$ cat src/rtl/pat_det_pkg.sv
package pat_det_pkg;
  localparam int unsigned NUM_STATES = 5;
  localparam int unsigned STATE_W    = $clog2(NUM_STATES);

  typedef enum logic [STATE_W-1:0] {
    ST_IDLE = 3'd0,
    ST_ONE  = 3'd1,
    ST_ZERO = 3'd2,
    ST_ZZ   = 3'd3,
    ST_HIT  = 3'd4
  } state_e;
endpackage

$ cat src/rtl/pat_det_next.sv
module pat_det_next
  import pat_det_pkg::*;
(
  input  logic [STATE_W-1:0] state_i,
  input  logic               bit_i,
  output logic [STATE_W-1:0] state_o
);
  always_comb begin
    unique case (state_i)
      ST_IDLE: state_o = bit_i ? ST_ONE  : ST_IDLE;
      ST_ONE:  state_o = bit_i ? ST_ONE  : ST_ZERO;
      ST_ZERO: state_o = bit_i ? ST_ONE  : ST_ZZ;
      ST_ZZ:   state_o = bit_i ? ST_HIT  : ST_IDLE;
      ST_HIT:  state_o = bit_i ? ST_ONE  : ST_IDLE;
      default: state_o = ST_IDLE; // unused codes recover to idle
    endcase
  end
endmodule

$ cat src/rtl/pat_det_out.sv
module pat_det_out
  import pat_det_pkg::*;
(
  input  logic [STATE_W-1:0] state_i,
  output logic               match_o
);
  assign match_o = (state_i == ST_HIT);
endmodule

$ cat src/rtl/pat_det.sv
module pat_det
  import pat_det_pkg::*;
(
  input  logic clk_i,
  input  logic rst_ni,
  input  logic bit_i,
  output logic match_o
);
  logic [STATE_W-1:0] state_q;
  logic [STATE_W-1:0] state_d;

  pat_det_next u_next (
    .state_i (state_q),
    .bit_i   (bit_i),
    .state_o (state_d)
  );

  always_ff @(posedge clk_i or negedge rst_ni) begin
    if (!rst_ni) state_q <= ST_IDLE;
    else         state_q <= state_d;
  end

  pat_det_out u_out (
    .state_i (state_q),
    .match_o (match_o)
  );
endmodule

$ cat config.mk
export PLATFORM = sky130hd
export DESIGN_NAME = pat_det
export DESIGN_NICKNAME = d
export VERILOG_FILES = /design/src/rtl/pat_det_pkg.sv /design/src/rtl/pat_det_next.sv /design/src/rtl/pat_det_out.sv /design/src/rtl/pat_det.sv
export SDC_FILE = /design/constraint.sdc
export NUM_CORES = 1
export LEC_CHECK = 0
export ABC_AREA = 1
export CORE_AREA = 2 2 39 41
export CTS_CLUSTER_SIZE = 16
export DETAILED_ROUTE_END_ITERATION = 10
export DIE_AREA = 0 0 41 43
export PLACE_DENSITY = 0.31
export SLEW_MARGIN = 10
export SYNTH_ARGS = -nofsm -noshare
export SYNTH_HDL_FRONTEND = slang
export SYNTH_SLANG_ARGS = --single-unit
$ cat constraint.sdc
create_clock -name clk_i -period 0.8 [get_ports clk_i]
set_input_delay 0.16 -clock clk_i [delete_from_list [all_inputs] [get_ports clk_i]]
set_output_delay 0.16 -clock clk_i [all_outputs]
set_load 0.05 [all_outputs]
==> impl_metrics.toml <==
[setup_path]
r2r_setup_slack_ps = -20
crit_path_end_kind = "primary output"
rr_startpoint = "state_q[1]"
rr_worst_depth = 4
crit_fanout = 2
required_ps = 640
crit-reg2reg-capture = "state_q[0]"
critPathLaunchType = "flip-flop"
arrival_ps = 970
critical_path_class = "flip-flop to primary output"

[global_route]
gr-total-overflow = 0
grt_max_degree = 4
grt_pass1_wl_um = 503
grt_util_met1 = 0.0552
gr-usage-all-layers = 0.0483
first_global_vias = 138
busiest_layer = "met4"
antenna_found_initial = 0
grt_use_met3 = 0.0314
gr-usage-met2 = 0.0500

[clock_tree]
cts_buffer_depth = 2
cts-root-buf = "clkbuf_4"
cts_tree = "done"
cts_hold_buf = 0
clk_latency_ps = 230
cts_sinks = 3
cts_buffers = 3
htree_levels = 1
clkTransAtPathRegs_ps = 40

[sta]
setup_ws_ps = -326
rsz0062_at_grt = "yes"
drv_slew = 0
period_needed_ps = 1130
worstMarginPinSlew_ps = 151
setup_tns_ps = -347
clock_skew_ps = 0.511
hold_violations = 0
max_freq_mhz = 888
slew_headroom = 0.898
setup_violations = 3
min_period_over_period = 1.41

[yosys]
synth_area_per_cell_um2 = 7.58
yosys_warnings = 0
ys_seq_elements = 3
synthTopCellsByArea = "dfrtp_1 55%, nor2_1 14%, inv_1 11%"
synthCells = 18
synth_top_area_share = 0.550
yosysUniqueCellTypes = 7
ys_seq_area_frac = 0.550
synth_area_um2 = 136
synth_top_area_cell = "dfrtp_1"
syn_nets = 21

[floorplan]
start_util = 0.0986
die_width_um = 41
core_area_um2 = 1380
ios = 4
rows = 14
die_h_um = 43
dieArea_um2 = 1760

[drt]
first_pass_iters = 2
drc = 0
wl_per_cell_um = 6.02
detail_route.vias_per_cell = 2.91
totalWireLength_um = 265
vias = 128
detail-route-antenna-nets = 0
initialDrtViolationCount = 4

[layout]
utilization = 0.200
drive_gt1_frac = 0.500
syn_to_final_growth_pct = 103
largest_reg_flops = 3
finalNonFillerCells = 44
n_antenna_cell = 0
fin_area_um2 = 277
top_regs = "state_q: 3 flops"
nets = 32
largest-register = "state_q"

[job]
max-cap-violations = 0

[power]
p_leak_nw = 0.140
power_density_nw_per_um2 = 2930
irDropWorstVdd_uv = 828

[place]
place_congestion = 0.574
dp_cells = 40
dpl_cell_area_um2 = 226
io_buffer_count = 3

[worst_hold_path]
min-delay-path-class = "input pin to async pin"

[status]
outcome = "finished, violations left"
violations = "negative setup slack"
where the power goes:
part / switching (mW) / total, mW / internal [mW]
logic: 0.180 / 0.332 / 0.151
clock network: 0.0763 / 0.263 / 0.187
registers: 0.0214 / 0.217 / 0.195
total: 0.278 / 0.811 / 0.533
cells in the mapped netlist:
cell and count:
dfrtp_1 3, inv_1 4, o21ai_0 1, nor2_1 5, nand2_1 3, nor3_1 1, nand2_2 1
metrics by stage:
| step | total power, mW | worst slack [ps] | hold WS, ps |
|---|---|---|---|
| 2_1_floorplan | 0.356 | -123 | -136 |
| 3_3_place_gp | 0.474 | -176 | 353 |
| 3_5_place_dp | 0.472 | -186 | 353 |
| 4_1_cts | 0.854 | -340 | 103 |
| 5_1_grt | 0.884 | -385 | 99.1 |
| 6_report | 0.811 | -326 | 110 |
cells in the final DEF, fill, tap and decap left out, types with 2 or more instances in the layout:
cell and instances:
buf_4 3, nand2_1 2, nor2_4 2, inv_1 3
nor2_1 2, clkbuf_4 3, dfrtp_1 3
worst max-delay path: stages, from the launching register on:
cell	delay, ps
dfrtp_1	360
inv_1	70
nand2_2	70
nor2_4	100
buf_12	140
cell families (layout without fill, tap and decap cells):
family	count (synthesis)	in the layout	synth area share
compound gates	1	1	0.0367
buf+inv	4	14	0.110
flops	3	3	0.550
simple gates	10	10	0.303
layout make-up:
cell class,instances,area (µm²)
fillers,156,1110
flip-flops and latches,3,75.1
multi-input cells,11,75.1
repair buffers,6,65.1
clock buffers,4,26.3
well taps,16,20.0
inverters,4,15.0
worst max-delay path by stage:
stage	slack [ps]	cells past startpoint	end	start
floorplan	-120	3	match_o	state_q[1]
global placement	-180	3	state_q[2]	bit_i
detailed placement	-190	3	state_q[2]	bit_i
CTS	-340	4	match_o	state_q[0]
global route	-390	4	match_o	state_q[0]
finish	-330	4	match_o	state_q[0]
routing by layer:
metal,part of all wire,wire length [µm],vias up
met3,0.083,22,0
li1,-,-,72
met1,0.51,134,52
met4,0,0,0
met2,0.41,108,4
met5,0,0,-
repair_timing:
action	CTS	global route
pin swaps	2	3
resized for setup	6	4
hold endpoints to repair	0	0
setup endpoints to repair	3	4
buffers inserted	2	1
(Power assumes the default switching activity.)
